==> src/rtl/rrv_pkg.sv <==
package rrv_pkg;
  typedef enum logic [1:0] {ST_IDLE, ST_FETCH, ST_SETTLE, ST_VOTE} rrv_state_e;
  typedef enum logic [1:0] {PH_MODES, PH_REGS, PH_ENTRY} rrv_phase_e;
endpackage

==> src/rtl/rrv_vote.sv <==
module rrv_vote #(
  parameter int COPIES = 8,
  parameter int DW     = 8
) (
  input  logic [COPIES-1:0][DW-1:0] cp,
  output logic                      ok,
  output logic [DW-1:0]             val
);
  localparam int HALF = COPIES / 2;
  localparam int CNTW = $clog2(COPIES + 1);

  logic [HALF-1:0] win;

  // one match counter per candidate position, later copies only
  for (genvar i = 0; i < HALF; i++) begin : g_cand
    logic [CNTW-1:0] cnt;
    always_comb begin
      cnt = '0;
      for (int j = i + 1; j < COPIES; j++) begin
        if (cp[j] == cp[i]) cnt = cnt + 1'b1;
      end
    end
    assign win[i] = (cnt > CNTW'(HALF));
  end

  // lowest winning position takes priority
  always_comb begin
    ok  = 1'b0;
    val = '0;
    for (int i = HALF - 1; i >= 0; i--) begin
      if (win[i]) begin
        ok  = 1'b1;
        val = cp[i];
      end
    end
  end
endmodule

==> src/rtl/rrv_copy_buf.sv <==
module rrv_copy_buf #(
  parameter int COPIES = 8,
  parameter int DW     = 8,
  localparam int CW    = $clog2(COPIES)
) (
  input  logic                      clk,
  input  logic                      rst_n,
  input  logic                      wr_en,
  input  logic [CW-1:0]             wr_idx,
  input  logic [DW-1:0]             wr_data,
  output logic [COPIES-1:0][DW-1:0] cp
);
  for (genvar k = 0; k < COPIES; k++) begin : g_slot
    always_ff @(posedge clk or negedge rst_n) begin
      if (!rst_n) begin
        cp[k] <= '0;
      end else if (wr_en && (wr_idx == CW'(k))) begin
        cp[k] <= wr_data;
      end
    end
  end
endmodule

==> src/rtl/rrv_ctrl.sv <==
module rrv_ctrl
  import rrv_pkg::*;
#(
  parameter int COPIES = 8,
  parameter int DW     = 8,
  parameter int AW     = 16,
  localparam int CW    = $clog2(COPIES),
  localparam int SW    = 2 * DW
) (
  input  logic                      clk,
  input  logic                      rst_n,
  input  logic                      start,
  input  logic                      vote_ok,
  input  logic [DW-1:0]             vote_val,
  input  logic [COPIES-1:0][DW-1:0] cp,
  output logic                      rd_en,
  output logic [AW-1:0]             rd_addr,
  output logic                      cap_en,
  output logic [CW-1:0]             cap_idx,
  output logic                      tbl_we,
  output logic [SW-1:0]             tbl_idx,
  output logic [DW-1:0]             tbl_data,
  output logic [DW-1:0]             mode_cnt,
  output logic [DW-1:0]             reg_cnt,
  output logic                      busy,
  output logic                      done,
  output logic                      err
);
  localparam int IW   = CW + 1;
  localparam int HALF = COPIES / 2;

  rrv_state_e      st_q, st_d;
  rrv_phase_e      ph_q, ph_d;
  logic [IW-1:0]   iss_q, iss_d;
  logic            inv_q, inv_d;
  logic [SW-1:0]   ent_q, ent_d;
  logic [SW-1:0]   set_q, set_d;
  logic [DW-1:0]   mcnt_q, mcnt_d;
  logic [DW-1:0]   rcnt_q, rcnt_d;
  logic            cap_en_q, cap_en_d;
  logic [CW-1:0]   cap_idx_q, cap_idx_d;
  logic            we_q, we_d;
  logic [SW-1:0]   idx_q, idx_d;
  logic [DW-1:0]   dat_q, dat_d;
  logic            done_q, done_d;
  logic            err_q, err_d;
  logic [31:0]     addr_full;
  logic [SW-1:0]   prod;

  // byte address of the copy being issued
  always_comb begin
    unique case (ph_q)
      PH_MODES: addr_full = 32'(iss_q);
      PH_REGS:  addr_full = 32'(COPIES) + 32'(iss_q);
      default:  addr_full = 32'(2 * COPIES)
                          + (32'(iss_q) * 32'd2 + 32'(inv_q)) * 32'(set_q)
                          + 32'(ent_q);
    endcase
  end

  assign prod = SW'(mcnt_q) * SW'(vote_val);

  // next-state logic
  always_comb begin
    st_d      = st_q;
    ph_d      = ph_q;
    iss_d     = iss_q;
    inv_d     = inv_q;
    ent_d     = ent_q;
    set_d     = set_q;
    mcnt_d    = mcnt_q;
    rcnt_d    = rcnt_q;
    cap_en_d  = 1'b0;
    cap_idx_d = cap_idx_q;
    we_d      = 1'b0;
    idx_d     = idx_q;
    dat_d     = dat_q;
    done_d    = 1'b0;
    err_d     = err_q;
    rd_en     = 1'b0;
    unique case (st_q)
      ST_IDLE: begin
        if (start) begin
          st_d   = ST_FETCH;
          ph_d   = PH_MODES;
          iss_d  = '0;
          inv_d  = 1'b0;
          ent_d  = '0;
          set_d  = '0;
          mcnt_d = '0;
          rcnt_d = '0;
          err_d  = 1'b0;
        end
      end
      ST_FETCH: begin
        rd_en     = 1'b1;
        cap_en_d  = 1'b1;
        cap_idx_d = iss_q[CW-1:0];
        iss_d     = iss_q + 1'b1;
        if (iss_q == IW'(COPIES - 1)) st_d = ST_SETTLE;
      end
      ST_SETTLE: st_d = ST_VOTE;
      default: begin
        iss_d = '0;
        st_d  = ST_FETCH;
        unique case (ph_q)
          PH_MODES: begin
            if (!vote_ok) begin
              err_d = 1'b1; done_d = 1'b1; st_d = ST_IDLE;
            end else begin
              mcnt_d = vote_val;
              ph_d   = PH_REGS;
            end
          end
          PH_REGS: begin
            if (!vote_ok) begin
              err_d = 1'b1; done_d = 1'b1; st_d = ST_IDLE;
            end else begin
              rcnt_d = vote_val;
              set_d  = prod;
              inv_d  = 1'b0;
              ent_d  = '0;
              if (prod == '0) begin
                done_d = 1'b1; st_d = ST_IDLE;
              end else begin
                ph_d = PH_ENTRY;
              end
            end
          end
          default: begin
            if (vote_ok) begin
              we_d  = 1'b1;
              idx_d = ent_q;
              dat_d = inv_q ? ~vote_val : vote_val;
              inv_d = 1'b0;
              if (ent_q == set_q - 1'b1) begin
                done_d = 1'b1; st_d = ST_IDLE;
              end else begin
                ent_d = ent_q + 1'b1;
              end
            end else if (!inv_q) begin
              inv_d = 1'b1;
            end else begin
              err_d = 1'b1; done_d = 1'b1; st_d = ST_IDLE;
            end
          end
        endcase
      end
    endcase
  end

  // state registers
  always_ff @(posedge clk or negedge rst_n) begin
    if (!rst_n) begin
      st_q      <= ST_IDLE;
      ph_q      <= PH_MODES;
      iss_q     <= '0;
      inv_q     <= 1'b0;
      ent_q     <= '0;
      set_q     <= '0;
      mcnt_q    <= '0;
      rcnt_q    <= '0;
      cap_en_q  <= 1'b0;
      cap_idx_q <= '0;
      we_q      <= 1'b0;
      idx_q     <= '0;
      dat_q     <= '0;
      done_q    <= 1'b0;
      err_q     <= 1'b0;
    end else begin
      st_q      <= st_d;
      ph_q      <= ph_d;
      iss_q     <= iss_d;
      inv_q     <= inv_d;
      ent_q     <= ent_d;
      set_q     <= set_d;
      mcnt_q    <= mcnt_d;
      rcnt_q    <= rcnt_d;
      cap_en_q  <= cap_en_d;
      cap_idx_q <= cap_idx_d;
      we_q      <= we_d;
      idx_q     <= idx_d;
      dat_q     <= dat_d;
      done_q    <= done_d;
      err_q     <= err_d;
    end
  end

  assign rd_addr  = addr_full[AW-1:0];
  assign cap_en   = cap_en_q;
  assign cap_idx  = cap_idx_q;
  assign tbl_we   = we_q;
  assign tbl_idx  = idx_q;
  assign tbl_data = dat_q;
  assign mode_cnt = mcnt_q;
  assign reg_cnt  = rcnt_q;
  assign busy     = (st_q != ST_IDLE);
  assign done     = done_q;
  assign err      = err_q;

  logic [COPIES-1:0] match_vec;
  always_comb begin
    for (int k = 0; k < COPIES; k++) match_vec[k] = (cp[k] == vote_val);
  end


  done_pulse_chk: assert property (@(posedge clk) disable iff (!rst_n)
    done_q |=> !done_q);

  done_idle_chk: assert property (@(posedge clk) disable iff (!rst_n)
    done_q |-> (st_q == ST_IDLE));

  counts_hold_chk: assert property (@(posedge clk) disable iff (!rst_n)
    (st_q == ST_IDLE && !start) |=> ($stable(mcnt_q) && $stable(rcnt_q)));

  err_with_done_chk: assert property (@(posedge clk) disable iff (!rst_n)
    $rose(err_q) |-> done_q);

  no_write_on_err_chk: assert property (@(posedge clk) disable iff (!rst_n)
    err_q |-> !we_q);

  vote_strength_chk: assert property (@(posedge clk) disable iff (!rst_n)
    (st_q == ST_VOTE && vote_ok) |-> ($countones(match_vec) >= HALF + 2));
endmodule

==> src/rtl/rr_vote_decoder.sv <==
module rr_vote_decoder #(
  parameter int COPIES = 8,
  parameter int DW     = 8,
  parameter int AW     = 16
) (
  input  logic            clk,
  input  logic            rst_n,
  input  logic            start,
  output logic            rd_en,
  output logic [AW-1:0]   rd_addr,
  input  logic [DW-1:0]   rd_data,
  output logic            tbl_we,
  output logic [2*DW-1:0] tbl_idx,
  output logic [DW-1:0]   tbl_data,
  output logic [DW-1:0]   mode_cnt,
  output logic [DW-1:0]   reg_cnt,
  output logic            busy,
  output logic            done,
  output logic            err
);
  localparam int CW = $clog2(COPIES);

  logic                      cap_en;
  logic [CW-1:0]             cap_idx;
  logic [COPIES-1:0][DW-1:0] cp;
  logic                      vote_ok;
  logic [DW-1:0]             vote_val;

  rrv_copy_buf #(.COPIES(COPIES), .DW(DW)) u_buf (
    .clk(clk), .rst_n(rst_n), .wr_en(cap_en), .wr_idx(cap_idx),
    .wr_data(rd_data), .cp(cp)
  );

  rrv_vote #(.COPIES(COPIES), .DW(DW)) u_vote (
    .cp(cp), .ok(vote_ok), .val(vote_val)
  );

  rrv_ctrl #(.COPIES(COPIES), .DW(DW), .AW(AW)) u_ctrl (
    .clk(clk), .rst_n(rst_n), .start(start),
    .vote_ok(vote_ok), .vote_val(vote_val), .cp(cp),
    .rd_en(rd_en), .rd_addr(rd_addr),
    .cap_en(cap_en), .cap_idx(cap_idx),
    .tbl_we(tbl_we), .tbl_idx(tbl_idx), .tbl_data(tbl_data),
    .mode_cnt(mode_cnt), .reg_cnt(reg_cnt),
    .busy(busy), .done(done), .err(err)
  );
endmodule

==> config.mk <==
export PLATFORM = sky130hd
export DESIGN_NAME = rr_vote_decoder
export DESIGN_NICKNAME = d
export VERILOG_FILES = /design/src/rtl/rrv_pkg.sv /design/src/rtl/rrv_vote.sv /design/src/rtl/rrv_copy_buf.sv /design/src/rtl/rrv_ctrl.sv /design/src/rtl/rr_vote_decoder.sv
export SDC_FILE = /design/constraint.sdc
export NUM_CORES = 1
export LEC_CHECK = 0
export BUFFER_PORTS_ARGS = -buffer_cell sky130_fd_sc_hd__buf_4
export CAP_MARGIN = 20
export CORE_MARGIN = 8
export CORE_UTILIZATION = 35
export DETAILED_ROUTE_END_ITERATION = 7
export GPL_TIMING_DRIVEN = 0
export PLACE_DENSITY = 0.53
export SYNTH_ARGS = -nofsm -noshare
export SYNTH_HDL_FRONTEND = slang
export SYNTH_SLANG_ARGS = --single-unit
==> constraint.sdc <==
create_clock -name clk -period 19.6 [get_ports clk]
set_clock_uncertainty 0.2 [all_clocks]
set_input_delay 2.94 -clock clk [delete_from_list [all_inputs] [get_ports clk]]
set_output_delay 2.94 -clock clk [all_outputs]
set_load 0.01 [all_outputs]
**Word level (Yosys, flattened, before mapping)**

Index checks and enable logic that the tools add are counted.

- Register bits after elaboration: 152
- Latch bits: 0
- RAM bits: 0
- ROM bits: 0
- Bits of input ports: 11
- Output and inout bits: 61
- Word-level logic and storage cells: 217
- Memories: 0

- $add $sub $neg: 25
- Multiply operators: 2
- Divide/modulo/power cells: 0
- $lt $le $gt $ge: 4
- Equality and inequality tests: 42
- Shift-type cells: 0
- Multiplexer cells: 86
- Bitwise operators: 5
- Reductions and logical operators: 30

Operator list:

| kind | number |
|---|---|
| $eq 8x8->1 | 22 |
| $pmux 16 s2 | 4 |
| $mux 16 | 6 |
| $mux 4 | 19 |
| $mux 8 | 9 |
| $add 4x1->4 const B | 15 |
| $mul 32x16->16 | 1 |
| $pmux 8 s2 | 2 |
| $mux 1 | 29 |
| $add 16x1->16 const B | 1 |
| $add 16x16->16 | 1 |
| $add 5x16->16 const A | 1 |
| $eq 16x16->1 | 1 |
| $gt 4x3->1 const B | 4 |
| $logic_not 16->1 | 1 |
| $mul 8x8->16 | 1 |
| $mux 2 | 8 |
| $reduce_and 4->1 | 4 |
| $sub 16x1->16 const B | 1 |
| $eq 3x3->1 const B | 4 |
| $pmux 2 s2 | 3 |
| $pmux 4 s3 | 1 |
| $add 1x1->2 const B | 4 |
| $logic_and 1x1->1 | 8 |
| other kinds (25) | 44 |

**Longest topological paths before layout**

- Word-level depth: 22
- Gate-level depth with buffers: 48
- Mapped depth without buffers: 46

**Hierarchy**

Synthesis repeated with hierarchy kept, for this count alone.

- Cell total of the unflattened synthesis: 1623
- Area total of the unflattened synthesis: 15511.1 sq um

By module, submodules not included:

| module | times used | cells an instance | area an instance (sq um) | seq. area each (sq um) |
|---|---|---|---|---|
| rrv_ctrl | 1 | 986 | 9258.9 | 2202.1 |
| rrv_vote | 1 | 494 | 3799.9 | 0.0 |
| rrv_copy_buf | 1 | 143 | 2452.4 | 1601.5 |

**Worst setup path before layout**

Ideal clock, no wire load.

- Kind: flip-flop to flip-flop
- Start: reg u_buf.cp[22] in the netlist's numbering
- End: reg u_ctrl.st_q[0]
- Library setup time: 0.126 ns
- Data arrival time: 10.178 ns
- Data required time: 19.274 ns
- Setup slack: 9.096 ns
- Stages on the path, launching flop included: 44
- Path buffers: 3
- Period minus slack after synthesis: 10.504 ns
- Cells stage by stage: dfrtp_1 > clkbuf_1 > xnor2_1 > nand4_1 > nor2_1 > inv_1 > ha_1 > or3_1 > and2_1 > buf_4 > inv_1 > ha_1 > nand3b_1 > o21ai_0 > xor2_1 > o21ai_0 > ha_1 > nand2_1 > [8 not listed] > and2_1 > fa_1 > inv_1 > fa_1 > fa_1 > fa_1 > inv_1 > ha_1 > a21boi_0 > nor2_1 > or4_1 > or4_1 > a21oi_1 > nand4_1 > o31a_1 > o41a_1 > a21oi_1 > o31ai_1

- Longest elaborated chain between the ends: 21
- Elaborated cells between the ends (all ways): 55
- Those cells by class: 14 x add/sub; 1 x mul; 3 x order compare; 7 x eq/ne; 29 x mux; 1 x reduce/logical

Ends and longest elaborated chain:

| element | RTL line | source |
|---|---|---|
| start, declared | rrv_copy_buf.sv:11 | `output logic [COPIES-1:0][DW-1:0] cp` |
| start signal, assigned by index | rrv_copy_buf.sv:18 | `cp[k] <= wr_data;` |
| parallel branches: the longest is 19 deep, another holds $add 4x1->4 | - |  |
| $pmux 2 s2 (*) | rrv_ctrl.sv:106 | `unique case (ph_q)` |
| $pmux 2 s3 (*) | rrv_ctrl.sv:81 | `unique case (st_q)` |
| end signal, assigned | rrv_ctrl.sv:171 | `st_q <= st_d;` |
| end, declared | rrv_ctrl.sv:32 | `rrv_state_e st_q, st_d;` |

Every way passes the cells marked *.
A chain may end at the register's enable or synchronous reset.

**Worst setup path in the final report**

- Start: reg u_buf.cp[23] in the netlist's numbering
- End: reg u_ctrl.st_q[0]

Same word-level chain as after synthesis.

==> results.txt <==
- The number of antenna violations at the first check in global routing was 0.
- sky130_fd_sc_hd__dfrtp_1 is the most common cell in the netlist.
- Power spread over the standard cell area amounts to 87.1 nW/um^2.
- The multi-input combinational cells in the finished layout cover a total of 10700 um^2.
- The placed instances occupy a cell area of 16900 um^2.
- Total internal power: 0.000851 W
- After synthesis, the mean cell area works out to 9.47 um^2.
- The clock period could shrink to approximately 13 ns.
* Count of filler cells inserted in the layout: 4483
* CP Data Arrival Time: 12.64 ns
- After clock tree synthesis, the clock-pin slew on the worst setup and hold paths is 0.07 ns.
* Dominant register cell in the synthesized netlist: sky130_fd_sc_hd__dfrtp_1
- Post-CTS setup buffer count: 0
- Post-route cell area: 17500 um^2
* Power after layout: 0.00152 W
- The core region is about 44000 um^2.
* Sequential fraction of design power: 24.9%
- In this design, the stage delay of the slowest critical-path cell is 0.65 ns.
- IO buf count: 71
* Library cell contributing the largest single delay on the critical path: sky130_fd_sc_hd__clkbuf_1
- Across the whole layout, storage elements account for 3800 um^2.
* Commonest cells in the synthesized netlist: sky130_fd_sc_hd__dfrtp_1, sky130_fd_sc_hd__nand2_1, sky130_fd_sc_hd__xnor2_1
- Setup repair after global routing left no endpoint under its margin.
* Final hold viol count: 0
- Origin of the worst min-delay path: u_ctrl.tbl_idx[3]$_DFFE_PN0P_
- The final layout contains routed wiring with a total length of between 40 and 50 mm.
* Ports placed on the boundary: between 70 and 80
* Post-synthesis net count: between 1500 and 2000
* Fraction of final layout cells sized beyond drive strength 1: 17.0%
- Final #Nets: 1945
- For this run, the number of Yosys warnings is 0.
- Starting density of the core: 35.4%
- Clock tree sinks: 152
* Number of synthesized register bits: roughly 150
* TritonRoute pass-1 iters: 5
- The tree is rooted in a sky130_fd_sc_hd__clkbuf_16.
- By startpoint and endpoint, the worst setup path is classified as flop to flop.
* Final clock period utilization by the worst path: 63.9%
- Worst Hold Path Cells: 2
- For this run, asynchronously set or reset flops after synthesis account for 100%.
- Headroom to the max-slew limit came out at a little under a quarter.
- The number of gates resized after CTS was 0.
* Wire length of the first global-routing pass: 71.6 mm
- Insertion delay to the later sink of the worst-skew pair: 0.45 ns
* Pins over their slew limit: 0
* Post-synth top area share: 24.4%
- The cell that appears most often on the critical path is sky130_fd_sc_hd__ha_1.
- Final GP Congestion: 0.927
- The via count of the first global-routing pass came to 12200.
- The die covers 51600 um^2.
* Number of DRC violations after detailed routing: 0
- The critical path starts at u_buf.cp[23]$_DFFE_PN0P_.
* Reg2Reg Capture Point: u_ctrl.st_q[0]$_DFFE_PN0P_
* Post-synth design cell area: 15600 um^2
- Largest area contributor in the netlist: sky130_fd_sc_hd__dfrtp_1
* Buffer levels on the longest clock path: 2
* Share of power burned in the clock network: 20.9%
- Hold slack final: 0.276 ns
- Net switching is 44.2% of the power.
- In the final timing run, aggregate negative setup slack is 0 ns.
- STA classifies the critical path startpoint as a flop.
- STA classifies the critical path endpoint as a flop.
* Peak supply drop: 0.0703 mV
- Dividing the detail-routed via count by the number of cells gives 5.16.
* Post-synthesis cell count: 1649
- Maximum number of pins on one net before global-route repair: 98
* Number of buffers inserted for hold repair after clock tree synthesis: 0
- Die outline width: 227 um
- The wire-length estimate of the detail-placed layout is ~34 mm.
- Critical path peak fanout: 10
- Post-synthesis to final-layout area growth: 12.1%
* First DRT Iteration DRCs: 630
- Number of clock buffers inserted by TritonCTS: 17
- Type of the most critical hold path: flop to flop
- Slew @ Worst Pin: between 1 and 1.5 ns
* Final number of setup-violating endpoints: 0
- Via total after detailed routing: between 10000 and 15000
- Based on the critical path, the design can be clocked at up to 79.8 MHz.
- After floorplanning, the core was divided into a little under 80 placement rows.
- The critical path ends at u_ctrl.st_q[0]$_DFFE_PN0P_.
* Total grt overflow: 0
- Internal reg-to-reg setup slack: 7.07 ns
- Sequential element share of the synthesized area: 24.4%
* Distinct cell type count after synthesis: 86
* Sw power: 0.000674 W
- Startpoint of the lowest-slack register-to-register path: u_buf.cp[23]$_DFFE_PN0P_
* Result of the run: finished clean
- Clock tree from TritonCTS: built
* Combined global-route utilization of all metal layers: between 15 and 20%
- CTS built an H-tree with a depth of 4.
- The floorplan step set the die height to 227 um.
- Once layout is complete, the utilization of the core stands at between 30 and 40%.
* # Max-Cap Violations: 0
- The worst register-to-register path has a depth of 42.
- Critical path data required time: 19.71 ns
- Counting flops with a built-in enable in the synthesized netlist gives 0.
- Leak pwr: 8.20 nW
- The detail route stage leaves a number of antenna-violating nets equal to 0.
* Biggest area contributors in the synthesized netlist: sky130_fd_sc_hd__dfrtp_1, sky130_fd_sc_hd__fa_1, sky130_fd_sc_hd__ha_1
* Routed wire length per instance: 19.4 um
- Of the total power, combinational logic draws 54.2%.
==> metrics by stage <==
step,std cells,worst slack (ns)
floorplan,1649,9.10
global placement,2312,7.35
detailed placement,2317,7.14
CTS,2349,7.10
global route,2349,6.29
finish,2350,7.07
==> power groups by stage <==
stage | clock (W) | combinational [W] | sequential, W
3_3_place_gp | 0 | 0.000793 | 0.000383
4_1_cts | 0.000329 | 0.000825 | 0.000378
6_report | 0.000319 | 0.000827 | 0.000379
3_5_place_dp | 0 | 0.000821 | 0.000384
2_1_floorplan | 0 | 0.000597 | 0.000379
5_1_grt | 0.000339 | 0.000897 | 0.000383
==> how the worst min path moves through the flow <==
stage,endpoint,slack [ns]
after floorplan,u_ctrl.st_q[0]$_DFFE_PN0P_,0.30
after global placement,u_ctrl.tbl_idx[5]$_DFFE_PN0P_,0.27
after detailed placement,u_ctrl.tbl_idx[8]$_DFFE_PN0P_,0.26
after CTS,u_ctrl.tbl_idx[3]$_DFFE_PN0P_,0.29
after global routing,u_ctrl.tbl_idx[8]$_DFFE_PN0P_,0.31
final,u_ctrl.tbl_idx[3]$_DFFE_PN0P_,0.28
==> area by class of cell <==
cell class / instances / share of cell area (%)
repair buffers: 76 / 3.37
multi-input cells: 1255 / 61.4
diodes: 1 / 0.0143
clock buffers: 18 / 2.51
flip-flops and latches: 152 / 21.7
clock inverters: 14 / 0.665
plain buffers: 119 / 3.48
well taps: 592 / 4.23
inverters: 123 / 2.64
==> cells by family (layout without fill, tap and decap cells) <==
group / Yosys count / after routing / share of synthesized area (%)
xor+xnor: 255 / 255 / 15.4
buf+inv: 242 / 350 / 6.86
simple gates: 499 / 499 / 17.2
fa+ha+maj: 190 / 190 / 19.3
flops: 152 / 152 / 24.4
compound gates: 203 / 203 / 8.95
other cells: 0 / 1 / 0
mux: 108 / 108 / 7.93
==> sequential cells by signal, indices dropped and copies added (netlist names) <==
signal           cells
u_buf.cp            64
u_ctrl.cap_en        1
u_ctrl.cap_idx       3
u_ctrl.done          1
u_ctrl.ent_q        16
u_ctrl.err           1
u_ctrl.inv_q         1
u_ctrl.iss_q         4
u_ctrl.mode_cnt      8
u_ctrl.ph_q          2
u_ctrl.reg_cnt       8
u_ctrl.set_q        16
u_ctrl.st_q          2
u_ctrl.tbl_data      8
u_ctrl.tbl_idx      16
u_ctrl.tbl_we        1
==> critical path: cells and delay by family (launching register included) <==
kind,cells,cell delay (ns)
compound gates,10,2.72
xor+xnor,2,0.36
fa+ha+maj,9,3.66
buf+inv,7,1.36
flops,1,0.32
mux,1,0.33
simple gates,13,3.40
==> cells in the final DEF, fill, tap and decap left out, types with 10 or more instances in the layout <==
cell type / netlist / layout
sky130_fd_sc_hd__dfrtp_1: 152 / 152
sky130_fd_sc_hd__xnor2_1: 141 / 141
sky130_fd_sc_hd__nand2_1: 141 / 141
sky130_fd_sc_hd__inv_1: 121 / 121
sky130_fd_sc_hd__ha_1: 106 / 106
sky130_fd_sc_hd__xor2_1: 101 / 101
sky130_fd_sc_hd__and2_1: 95 / 95
sky130_fd_sc_hd__buf_4: 17 / 88
sky130_fd_sc_hd__mux2_2: 87 / 87
sky130_fd_sc_hd__fa_1: 84 / 84
sky130_fd_sc_hd__nor2_1: 69 / 69
sky130_fd_sc_hd__clkbuf_1: 58 / 58
sky130_fd_sc_hd__o21ai_0: 56 / 56
sky130_fd_sc_hd__a21oi_1: 35 / 35
sky130_fd_sc_hd__nand4_1: 30 / 30
sky130_fd_sc_hd__buf_2: 26 / 29
sky130_fd_sc_hd__nor3_1: 22 / 22
sky130_fd_sc_hd__nand3_1: 21 / 21
sky130_fd_sc_hd__nor4_1: 17 / 17
sky130_fd_sc_hd__clkbuf_16: 0 / 17
sky130_fd_sc_hd__nor2b_1: 16 / 16
sky130_fd_sc_hd__a22o_1: 14 / 14
sky130_fd_sc_hd__or3_1: 12 / 12
sky130_fd_sc_hd__mux2i_1: 11 / 11
sky130_fd_sc_hd__o21bai_1: 11 / 11
sky130_fd_sc_hd__nand2b_1: 10 / 10
==> per-layer routing <==
layer	global-route usage, %	vias to the layer above	part of all wire (%)
met3	2.22	58	3.1
li1	-	5731	-
met1	24.3	6094	47
met5	0	-	0
met2	29.9	236	48
met4	4.66	0	1.8
Note: power is estimated with default switching activity, not from simulation.
